### config.mk
export PLATFORM = sky130hd
export DESIGN_NAME = link_replay_tx
export DESIGN_NICKNAME = d
export VERILOG_FILES = /design/src/rtl/lrt_pkg.sv /design/src/rtl/lrt_datapath.sv /design/src/rtl/lrt_ctrl.sv /design/src/rtl/link_replay_tx.sv
export SDC_FILE = /design/constraint.sdc
export NUM_CORES = 2
export LEC_CHECK = 0
export ABC_AREA = 1
export BUFFER_PORTS_ARGS = -buffer_cell sky130_fd_sc_hd__buf_4
export CORE_MARGIN = 2
export CORE_UTILIZATION = 37
export DETAILED_ROUTE_END_ITERATION = 8
export GPL_ROUTABILITY_DRIVEN = 0
export SLEW_MARGIN = 20
export SYNTH_ARGS = -nofsm -noshare
export SYNTH_HDL_FRONTEND = slang
export SYNTH_SLANG_ARGS = --single-unit
### constraint.sdc
create_clock -name clk -period 6.6 [get_ports clk]
set_clock_uncertainty 0.15 [all_clocks]
set_input_delay 0.66 -clock clk [delete_from_list [all_inputs] [get_ports clk]]
set_output_delay 0.66 -clock clk [all_outputs]
set_load 0.005 [all_outputs]
### src/rtl/lrt_pkg.sv
package lrt_pkg;
  localparam int SLOT_FIELD_W = 8;
  localparam int SEQ_FIELD_W  = 16;
  localparam logic [31:0] CRC_GEN = 32'h04C11DB7;

  typedef enum logic [1:0] {PH_SEQ, PH_PAY, PH_CRC} phase_t;

  typedef struct packed {
    logic                    wrEn;
    logic                    wrLast;
    logic [SLOT_FIELD_W-1:0] wrSlot;
    logic                    txStart;
    logic [SLOT_FIELD_W-1:0] txSlot;
    logic [SEQ_FIELD_W-1:0]  txSeq;
  } strobe_t;

  function automatic logic [31:0] crcByte(input logic [31:0] c, input logic [7:0] b);
    logic [31:0] r;
    r = c;
    for (int i = 7; i >= 0; i--) begin
      if (r[31] ^ b[i]) r = {r[30:0], 1'b0} ^ CRC_GEN;
      else              r = {r[30:0], 1'b0};
    end
    return r;
  endfunction
endpackage

### src/rtl/lrt_datapath.sv
module lrt_datapath
  import lrt_pkg::*;
#(
  parameter int SLOTS     = 4,
  parameter int MAX_BYTES = 64
) (
  input  logic          clk,
  input  logic          rstN,
  input  strobe_t       strb,
  input  logic [7:0]    inData,
  output logic          outValid,
  output logic [7:0]    outData,
  output logic          outLast,
  output logic          txBusy,
  output logic          txDone
);
  localparam int LEN_W  = $clog2(MAX_BYTES + 1);
  localparam int SLOT_W = $clog2(SLOTS);
  localparam int DEPTH  = SLOTS * MAX_BYTES;
  localparam int ADDR_W = $clog2(DEPTH);

  logic [7:0]        mem    [DEPTH];
  logic [LEN_W-1:0]  lenMem [SLOTS];
  logic [LEN_W-1:0]  wrPos;
  logic [ADDR_W-1:0] wrAddr, rdAddr;

  logic              busy;
  phase_t            phase;
  logic [LEN_W-1:0]  pos;
  logic [SLOT_W-1:0] slotR;
  logic [15:0]       seqR;
  logic [31:0]       crcR, crcFin;
  logic [7:0]        curByte;

  assign wrAddr = ADDR_W'(strb.wrSlot) * ADDR_W'(MAX_BYTES) + ADDR_W'(wrPos);
  assign rdAddr = ADDR_W'(slotR) * ADDR_W'(MAX_BYTES) + ADDR_W'(pos);
  assign crcFin = ~crcR;

  // Packet store: byte array plus per-slot length
  always_ff @(posedge clk) begin
    if (strb.wrEn) begin
      mem[wrAddr] <= inData;
      if (strb.wrLast) lenMem[SLOT_W'(strb.wrSlot)] <= wrPos + LEN_W'(1);
    end
  end

  always_ff @(posedge clk) begin
    if (!rstN)                     wrPos <= '0;
    else if (strb.wrEn)            wrPos <= strb.wrLast ? '0 : wrPos + LEN_W'(1);
  end

  // Frame byte selection
  always_comb begin
    case (phase)
      PH_SEQ:  curByte = pos[0] ? seqR[7:0] : seqR[15:8];
      PH_PAY:  curByte = mem[rdAddr];
      default: curByte = 8'(crcFin >> {~pos[1:0], 3'b000});
    endcase
  end

  assign txBusy   = busy;
  assign txDone   = busy && (phase == PH_CRC) && (pos[1:0] == 2'd3);
  assign outValid = busy;
  assign outData  = curByte;
  assign outLast  = txDone;

  // Frame sequencer
  always_ff @(posedge clk) begin
    if (!rstN) begin
      busy  <= 1'b0;
      phase <= PH_SEQ;
      pos   <= '0;
      slotR <= '0;
      seqR  <= '0;
      crcR  <= '1;
    end else if (!busy) begin
      if (strb.txStart) begin
        busy  <= 1'b1;
        phase <= PH_SEQ;
        pos   <= '0;
        slotR <= SLOT_W'(strb.txSlot);
        seqR  <= strb.txSeq;
        crcR  <= '1;
      end
    end else begin
      if (phase != PH_CRC) crcR <= crcByte(crcR, curByte);
      case (phase)
        PH_SEQ: begin
          if (pos[0]) begin phase <= PH_PAY; pos <= '0; end
          else pos <= pos + LEN_W'(1);
        end
        PH_PAY: begin
          if (pos == lenMem[slotR] - LEN_W'(1)) begin phase <= PH_CRC; pos <= '0; end
          else pos <= pos + LEN_W'(1);
        end
        default: begin
          if (pos[1:0] == 2'd3) busy <= 1'b0;
          else pos <= pos + LEN_W'(1);
        end
      endcase
    end
  end
endmodule

### src/rtl/lrt_ctrl.sv
module lrt_ctrl
  import lrt_pkg::*;
#(
  parameter int SEQ_W          = 12,
  parameter int SLOTS          = 4,
  parameter int TIMEOUT_CYCLES = 200
) (
  input  logic             clk,
  input  logic             rstN,
  input  logic             inValid,
  input  logic             inLast,
  output logic             inReady,
  input  logic             ackValid,
  input  logic             ackIsNak,
  input  logic [SEQ_W-1:0] ackSeq,
  input  logic             txBusy,
  input  logic             txDone,
  output strobe_t          strb
);
  localparam int TMR_W  = $clog2(TIMEOUT_CYCLES + 1);
  localparam int SLOT_W = $clog2(SLOTS);

  // ackedSeq <= sentSeq <= topSeq <= wrSeq, all modulo 2**SEQ_W
  logic [SEQ_W-1:0] wrSeq, ackedSeq, sentSeq, topSeq, ackedNext;
  logic [SEQ_W-1:0] bufCnt, ackOff, sentOff;
  logic             replayPend, accept, ackHit, nakHit;
  logic             outstanding, tmrFire, replayReq, replayGo, txStart;
  logic [TMR_W-1:0] tmr;

  assign bufCnt  = wrSeq - ackedSeq;
  assign inReady = (sentSeq == topSeq) && (bufCnt < SEQ_W'(SLOTS));
  assign accept  = inValid && inReady;

  assign ackOff  = ackSeq - ackedSeq;
  assign sentOff = sentSeq - ackedSeq;
  assign ackHit  = ackValid && (ackOff < sentOff);
  assign nakHit  = ackHit && ackIsNak;

  always_comb begin
    ackedNext = ackedSeq;
    if (ackHit) ackedNext = ackIsNak ? ackSeq : ackSeq + SEQ_W'(1);
  end

  assign outstanding = (topSeq != ackedSeq);
  assign tmrFire     = outstanding && !txDone && !ackHit &&
                       (tmr == TMR_W'(TIMEOUT_CYCLES - 1));
  assign replayReq   = replayPend || nakHit || tmrFire;
  assign replayGo    = replayReq && !txBusy;
  assign txStart     = !txBusy && !replayGo && (sentSeq != wrSeq);

  always_comb begin
    strb         = '0;
    strb.wrEn    = accept;
    strb.wrLast  = inLast;
    strb.wrSlot  = SLOT_FIELD_W'(wrSeq[SLOT_W-1:0]);
    strb.txStart = txStart;
    strb.txSlot  = SLOT_FIELD_W'(sentSeq[SLOT_W-1:0]);
    strb.txSeq   = SEQ_FIELD_W'(sentSeq);
  end

  always_ff @(posedge clk) begin
    if (!rstN) begin
      wrSeq      <= '0;
      ackedSeq   <= '0;
      sentSeq    <= '0;
      topSeq     <= '0;
      replayPend <= 1'b0;
      tmr        <= '0;
    end else begin
      if (accept && inLast) wrSeq <= wrSeq + SEQ_W'(1);
      ackedSeq   <= ackedNext;
      replayPend <= replayReq && !replayGo;
      if (replayGo) sentSeq <= ackedNext;
      else if (txDone) begin
        sentSeq <= sentSeq + SEQ_W'(1);
        if (sentSeq == topSeq) topSeq <= topSeq + SEQ_W'(1);
      end
      if (!outstanding || txDone || ackHit || tmrFire) tmr <= '0;
      else tmr <= tmr + TMR_W'(1);
    end
  end
endmodule

### src/rtl/link_replay_tx.sv
module link_replay_tx
  import lrt_pkg::*;
#(
  parameter int SEQ_W          = 12,
  parameter int SLOTS          = 4,
  parameter int MAX_BYTES      = 64,
  parameter int TIMEOUT_CYCLES = 200
) (
  input  logic             clk,
  input  logic             rstN,
  input  logic             inValid,
  input  logic [7:0]       inData,
  input  logic             inLast,
  output logic             inReady,
  output logic             outValid,
  output logic [7:0]       outData,
  output logic             outLast,
  input  logic             ackValid,
  input  logic             ackIsNak,
  input  logic [SEQ_W-1:0] ackSeq
);
  strobe_t strb;
  logic    txBusy, txDone, txStart;

  assign txStart = strb.txStart;

  lrt_ctrl #(
    .SEQ_W(SEQ_W), .SLOTS(SLOTS), .TIMEOUT_CYCLES(TIMEOUT_CYCLES)
  ) ctrl_i (
    .clk(clk), .rstN(rstN), .inValid(inValid), .inLast(inLast), .inReady(inReady),
    .ackValid(ackValid), .ackIsNak(ackIsNak), .ackSeq(ackSeq),
    .txBusy(txBusy), .txDone(txDone), .strb(strb)
  );

  lrt_datapath #(
    .SLOTS(SLOTS), .MAX_BYTES(MAX_BYTES)
  ) dp_i (
    .clk(clk), .rstN(rstN), .strb(strb), .inData(inData),
    .outValid(outValid), .outData(outData), .outLast(outLast),
    .txBusy(txBusy), .txDone(txDone)
  );
endmodule

==> Word level (Yosys, flattened, before mapping) <==
Memories as Yosys holds them, arrays and structs flattened. A register that Yosys moved wholly into a read port is not among the register bits.
Cells that the tools add are included.
{ "word_totals": {"ff_bits": 120, "mem_bits_rw": 2076, "inputBits": 26, "elab_cells": 161, "output_inout_bits": 11, "n_memories": 2} }
{ "classes": {"magnitude_cmp": 2, "muxes": 61, "shifts": 1, "reduce_logical": 34, "addsub": 13, "n_bitwise": 21, "n_eq_ne": 14} }
{ "mem_list": {"columns": ["name", "words", "width", "read_ports", "rd_ports_with_merged_regs", "wr", "line_no", "source"], "rows": [
  ["dp_i.mem", 256, 8, 1, 0, 1, "lrt_datapath.sv:22", "logic [7:0] mem [DEPTH];"],
  ["dp_i.lenMem", 4, 7, 1, 1, 1, "lrt_datapath.sv:23", "logic [LEN_W-1:0] lenMem [SLOTS];"]
]} }
{ "ops": {"columns": ["cell", "count"], "rows": [
  ["$mux W32", 24],
  ["$mux W27", 8],
  ["$not A14 Y14", 8],
  ["$add A12 B1 Y12 const B", 4],
  ["$mux W12", 4],
  ["$mux W7", 6],
  ["$sub A12 B12 Y12", 3],
  ["$not A32 Y32", 1],
  ["$shr A32 B5 Y8", 1],
  ["$ne A12 B12 Y1", 2],
  ["$add A8 B7 Y8", 2],
  ["$pmux W8 S2", 1],
  ["$add A7 B1 Y7 const B", 2],
  ["$logic_and A1 B1 Y1", 14],
  ["$pmux W7 S2", 1],
  ["$eq A12 B12 Y1", 1],
  ["$lt A12 B12 Y1", 1],
  ["$lt A12 B3 Y1 const B", 1],
  ["$mux W2", 6],
  ["$mux W1", 9],
  ["$ne A3 B3 Y1 const B", 3],
  ["$add A8 B1 Y8 const B", 1],
  ["$eq A8 B8 Y1 const B", 1],
  ["$mux W8", 1],
  ["other kinds (18)", 41]
]} }

==> Depth between registers and ports, before layout <==
{ "depth": {"ltp_word": 42, "depth_mapped": 35, "ltp_nobuf": 35} }

==> Hierarchy <==
A second synthesis with hierarchy kept.
{ "hier_totals": {"hier_cells": 8708, "area_unflattened_um2": 94993.6} }
{ "by_module_without_submodules": {"columns": ["mod", "cells_each", "seq_area_each_um2", "area_per_inst_um2", "n_inst"], "rows": [
  ["lrt_datapath", 7783, 63721.1, 89049.2, 1],
  ["lrt_ctrl", 925, 1141.1, 5944.5, 1]
]} }

==> Worst setup path after synthesis <==
No wires, ideal clock.
{ "synth_path": {"kind": "input -> register", "startpoint": "in ackSeq[2]", "endpoint": "reg ctrl_i.sentSeq[7]", "setup_slack_ps": 1840, "stages": 29, "arrival_time_ps": 4536, "t_required_ps": 6376, "n_path_buf": 1, "path_cell_list": "ha_1 inv_1 o31ai_1 a21oi_1 nor2_1 nor2_1 o21ai_0 a21oi_1 o21ai_0 a21oi_1 nor2_1 nor2_1 xor2_1 ha_1 nand2_1 nor2_1 a21oi_1 nand3_1 inv_1 a311oi_1 nand2_1 nand2_1 nand2_1 inv_1 nor2_1 inv_1 clkbuf_1 o21ai_0 a31oi_1"} }
{ "synth_between": {"elab_chain_len": 9, "word_cells_on_any_way": 15, "classes_between": "add/sub: 2; order compare: 1; mux: 3; reduce/logical: 9"} }
{ "synth_rtl": {"columns": ["item", "line_no", "source"], "rows": [
  ["from (decl)", "link_replay_tx.sv:20", "input logic [SEQ_W-1:0] ackSeq"],
  ["$sub A12 B12 Y12", "lrt_ctrl.sv:34", "assign ackOff = ackSeq - ackedSeq;"],
  ["$lt A12 B12 Y1", "lrt_ctrl.sv:36", "assign ackHit = ackValid && (ackOff < sentOff);"],
  ["$logic_and A1 B1 Y1", "lrt_ctrl.sv:36", null],
  ["$logic_not A1 Y1", "lrt_ctrl.sv:45", "assign tmrFire = outstanding && !txDone && !ackHit &&"],
  ["$logic_and A1 B1 Y1 (2 in a row)", "lrt_ctrl.sv:45", null],
  ["$logic_or A1 B1 Y1", "lrt_ctrl.sv:47", "assign replayReq = replayPend || nakHit || tmrFire;"],
  ["$logic_and A1 B1 Y1", "lrt_ctrl.sv:48", "assign replayGo = replayReq && !txBusy;"],
  ["$mux W12 / $reduce_bool A2 Y1 (equally long branches)", null, null],
  ["to (signal assigned)", "lrt_ctrl.sv:73", "if (replayGo) sentSeq <= ackedNext;"],
  ["to (signal assigned)", "lrt_ctrl.sv:75", "sentSeq <= sentSeq + SEQ_W'(1);"],
  ["to (decl)", "lrt_ctrl.sv:24", "logic [SEQ_W-1:0] wrSeq, ackedSeq, sentSeq, topSeq, ackedNext;"]
]} }
Parallel ways exist; a longest one is shown, timed or not.
A chain may end at the register's enable or synchronous reset.

==> Final worst setup path <==
{ "layout_path": {"startpoint": "reg dp_i.pos[0]", "endpoint": "out outData[0]"} }
{ "layout_between": {"elab_chain_len": 3, "word_cells_on_any_way": 6, "classes_between": "add/sub: 1; shift: 1; mux: 2; bitwise: 1; memory: 1"} }
{ "layout_rtl": {"columns": ["item", "line_no", "source"], "rows": [
  ["from (decl)", "lrt_datapath.sv:29", "logic [LEN_W-1:0] pos;"],
  ["from (signal assigned)", "lrt_datapath.sv:90", "else pos <= pos + LEN_W'(1);"],
  ["from (signal assigned)", "lrt_datapath.sv:94", "else pos <= pos + LEN_W'(1);"],
  ["from (signal assigned)", "lrt_datapath.sv:98", "else pos <= pos + LEN_W'(1);"],
  ["$add A8 B7 Y8 / $not A2 Y2 (equally long branches)", "lrt_datapath.sv:36, lrt_datapath.sv:57", null],
  ["$mem_v2 Z256 W8 / $shr A32 B5 Y8 (equally long branches)", null, null],
  ["$pmux W8 S2 *", "lrt_datapath.sv:54", "case (phase)"],
  ["to (decl)", "link_replay_tx.sv:16", "output logic [7:0] outData,"]
]} }
Mark *: on every way between the ends. The rest lies on a longest branch, timed or not.

==> flow_metrics.py <==
metrics = {
    "clock_tree": {
        "clk_pin_slew_ns": 0.06,
        "cts_hold_buf": 3,
        "cts_resized": 0,
        "clock-sinks": 2196,
        "numCtsBuffers": 214,
        "post-cts-setup-buffers": 0,
        "cts_root_buf": "clkbuf_16",
        "clockBufferDepth": 3,
        "cts_tree": "built",
        "cts_max_level": 4,
        "insertion_delay_ns": 0.85,
    },
    "worst_setup_path": {
        "rr_worst_depth": 30,
        "slowest_stage": "inv_8",
        "r2r-start": "ctrl_i.ackedSeq[2]",
        "crit_top_cell": "nand2_1",
        "crit_path_max_incr_delay_ns": 0.55,
        "worst_setup_path_end_kind": "primary output",
        "cp.arrival_ns": 4.85,
        "worstSetupStartpointType": "flip-flop",
        "worstSetupEndpoint": "outData[0]",
        "criticalPathCategory": "reg -> out",
        "crit_fanout": 140,
        "crit_start": "dp_i.pos[0]",
        "r2r-end": "dp_i.pos[0]",
        "cp_cell_sequence": "inv_8 > buf_12 > nand2_1 > nand3_1 > nand3_1 > nand3_1 > nand2_1 > o21ai_1 > nand2_1 > nand2_1 > a21oi_1 > nand2_1 > nand3_1 > nand2_1 > buf_4",
        "reg2reg_slack_ns": 1.05,
        "required_ns": 5.79,
    },
    "logic_synthesis": {
        "yosys.area_share.adder": 0.00843,
        "synth_top_family_by_area": "simple AND/OR/NAND/NOR gates",
        "yosysUniqueCellTypes": 52,
        "syn_nets": 8559,
        "synth_mux_area_frac": 0.000107,
        "synthXorXnorAreaFrac": 0.0120,
        "synth_area_um2": 93800,
        "synth_compound_area_frac": 0.0198,
        "ys_warn_count": 0,
        "syn_avg_cell_area_um2": 11.1,
        "synth-seq-area-share": 0.690,
        "ys_seq_elements": 2196,
        "netlist_instances": 8471,
        "synthSimpleGateAreaFrac": 0.230,
    },
    "die": {
        "core_um2": 252000,
        "io_pins": 37,
        "die_w_um": 507,
        "fp.dieArea_um2": 258000,
        "dieHeight_um": 507,
        "initial_core_util": 0.373,
        "rows": 184,
    },
    "pwr": {
        "seqPwrFrac": 0.413,
        "power.leakage_nw": 36.1,
        "switchingPower_mw": 12.9,
        "swShare": 0.339,
        "p_int_mw": 25.2,
        "power_frac_comb": 0.277,
        "power_mw": 38.1,
        "clkPwrFrac": 0.311,
        "p_per_area_nw_per_um2": 368,
        "vdd_drop_max_uv": 351,
    },
    "sta": {
        "tns_ns": 0,
        "setup_viol": 0,
        "relSlewSlack": 0.192,
        "finalCritPeriodShare": 0.857,
        "fmax_mhz": 177,
        "rsz0062_at_grt": "false",
        "period_needed_ns": 5.66,
        "final-hold-violation-count": 0,
        "slew_viol_final": 0,
        "tightestPinTransition_ns": 1.21,
    },
    "cells_and_area": {
        "fin_nets": 8393,
        "seq_area_um2": 64800,
        "layout_common_cells": "2408 x nand2_1, 2092 x nand3_1, 2076 x edfxtp_1",
        "multiInputGateArea_um2": 25400,
        "design_area_um2": 103000,
        "mostFrequentLayoutCell": "nand2_1",
        "area_growth_pct": 10.3,
        "drive_above_1_share": 0.0578,
        "fillers": 23600,
    },
    "place": {
        "post_dp_cell_area_um2": 96800,
        "place_hpwl_mm": 147,
        "io_buffers": 36,
    },
    "global_routing": {
        "grt_pass1_vias": 61100,
        "grt_max_degree": 207,
        "grt_pass1_wl_mm": 389,
        "antenna_found_initial": 3,
        "grt_usage": 0.198,
        "overflow": 0,
    },
    "worst_hold_path": {
        "worstHoldPathType": "in -> reg",
    },
    "outcome": {
        "status": "complete, no violations",
    },
    "drt": {
        "dr.pass1.iters": 6,
        "wl_per_cell_um": 21.9,
        "drt_iter0_markers": 7086,
        "antenna_left": 0,
        "vias_per_cell": 5.36,
        "vias": 63400,
        "drc": 0,
        "wirelength_mm": 260,
    },
    "run": {
        "cap_violations": 0,
    },
}
[per-stage QoR]
step,cells,hold WS [ns],setup WS [ns],utilization
5_1_grt,11800,0.132,0.508,0.411
3_3_place_gp,11400,0.292,0.723,0.385
2_1_floorplan,8471,0.280,1.84,-
3_5_place_dp,11400,0.314,0.810,0.385
6_report,11800,0.110,0.945,0.411
4_1_cts,11800,0.106,0.991,0.411
[cell usage after synthesis, drive strengths merged]
cell    number  area, µm²
o31ai        6       45.0
a211oi       8       60.1
ha          60        751
nor2       396       1500
fa           2       40.0
a221oi       2       17.5
clkbuf      92        345
xor2        99        875
o22a         3       26.3
nor3        27        135
a311oi       1       8.76
a21boi       1       7.51
clkinv       6       22.5
o21a         1       7.51
o21bai       9       67.6
edfxtp    2076      62300
o22ai       13       81.3
nand2     2437       9180
inv        210        791
nand3     2092      10500
nor4        10       75.1
o211ai      11       82.6
nor3b        2       20.0
or2          8       50.1
a31oi        9       56.3
a21oi      134        671
and2         3       18.8
o21ai      138        691
nand3b       6       45.0
a311o        1       10.0
a21o         2       15.0
o311a        1       10.0
buf        438       2510
xnor2       29        254
dfxtp      120       2400
nand4       17        106
mux2i        1       10.0
[how the worst min path moves through the flow]
| stage | startpoint | end | slack (ns) | depth (start not counted) |
|---|---|---|---|---|
| after floorplan | ctrl_i.tmr[0] | ctrl_i.tmr[0] | 0.28 | 1 |
| after CTS | ackSeq[4] | ctrl_i.ackedSeq[4] | 0.11 | 4 |
| after global routing | inData[2] | dp_i.mem[193][2] | 0.13 | 1 |
| after detailed placement | ctrl_i.tmr[0] | ctrl_i.tmr[0] | 0.31 | 1 |
| after global placement | ctrl_i.tmr[0] | ctrl_i.tmr[0] | 0.29 | 1 |
| final | inData[7] | dp_i.mem[253][7] | 0.11 | 1 |
[cell type report]
class | instances | share of cell area
Sequential cell | 2196 | 0.626
Multi-Input combinational cell | 5529 | 0.246
Clock buffer | 268 | 0.0542
Tap cell | 3348 | 0.0405
Timing Repair Buffer | 148 | 0.0151
Clock inverter | 131 | 0.0102
Inverter | 216 | 0.00819
Antenna cell | 2 | 0.0000484
[state kept, by name, summed over array words and instances (netlist names), named ones only]
name / flops
ctrl_i.ackedSeq: 12
dp_i.outValid: 1
ctrl_i.tmr: 8
ctrl_i.wrSeq: 12
dp_i.pos: 7
ctrl_i.topSeq: 12
dp_i.slotR: 1
dp_i.phase: 2
ctrl_i.replayPend: 1
ctrl_i.sentSeq: 12
dp_i.wrPos: 7
dp_i.mem: 2048
dp_i.lenMem: 28
dp_i.seqR: 11
dp_i.crcR: 32
[logic make-up (layout without fill, tap and decap cells)]
group           count (synthesis)  count (layout)
flops                        2196            2196
fa+ha+maj                      62              62
other cells                     0               2
xor+xnor                      128             128
simple gates                 4998            4998
compound gates                340             340
buf+inv                       746             763
mux                             1               1
[worst max-delay path: cells and delay by family (launching register included)]
family / cells / cell delay [ns]
flip-flops: 1 / 0.50
buffers and inverters: 3 / 1.23
AO/OA/AOI/OAI: 2 / 0.45
AND/OR/NAND/NOR: 10 / 1.54
[power by group through the flow]
stage | Sequential [mW] | Clock, mW | Combinational (mW)
final | 15.7 | 11.8 | 10.5
after global routing | 15.7 | 12.5 | 11.7
after CTS | 15.7 | 12.0 | 10.4
after detailed placement | 16.0 | 0 | 10.4
after global placement | 16.0 | 0 | 10.3
after floorplan | 15.8 | 0 | 7.51
[routing by layer]
| metal | global-route usage | vias to the layer above | share of wire |
|---|---|---|---|
| li1 | - | 29400 | - |
| met1 | 0.273 | 31000 | 0.42 |
| met2 | 0.315 | 2606 | 0.46 |
| met3 | 0.0330 | 455 | 0.079 |
| met4 | 0.0699 | 0 | 0.034 |
| met5 | 0 | - | 0 |
No activity file was read; power rests on OpenSTA's default activity.
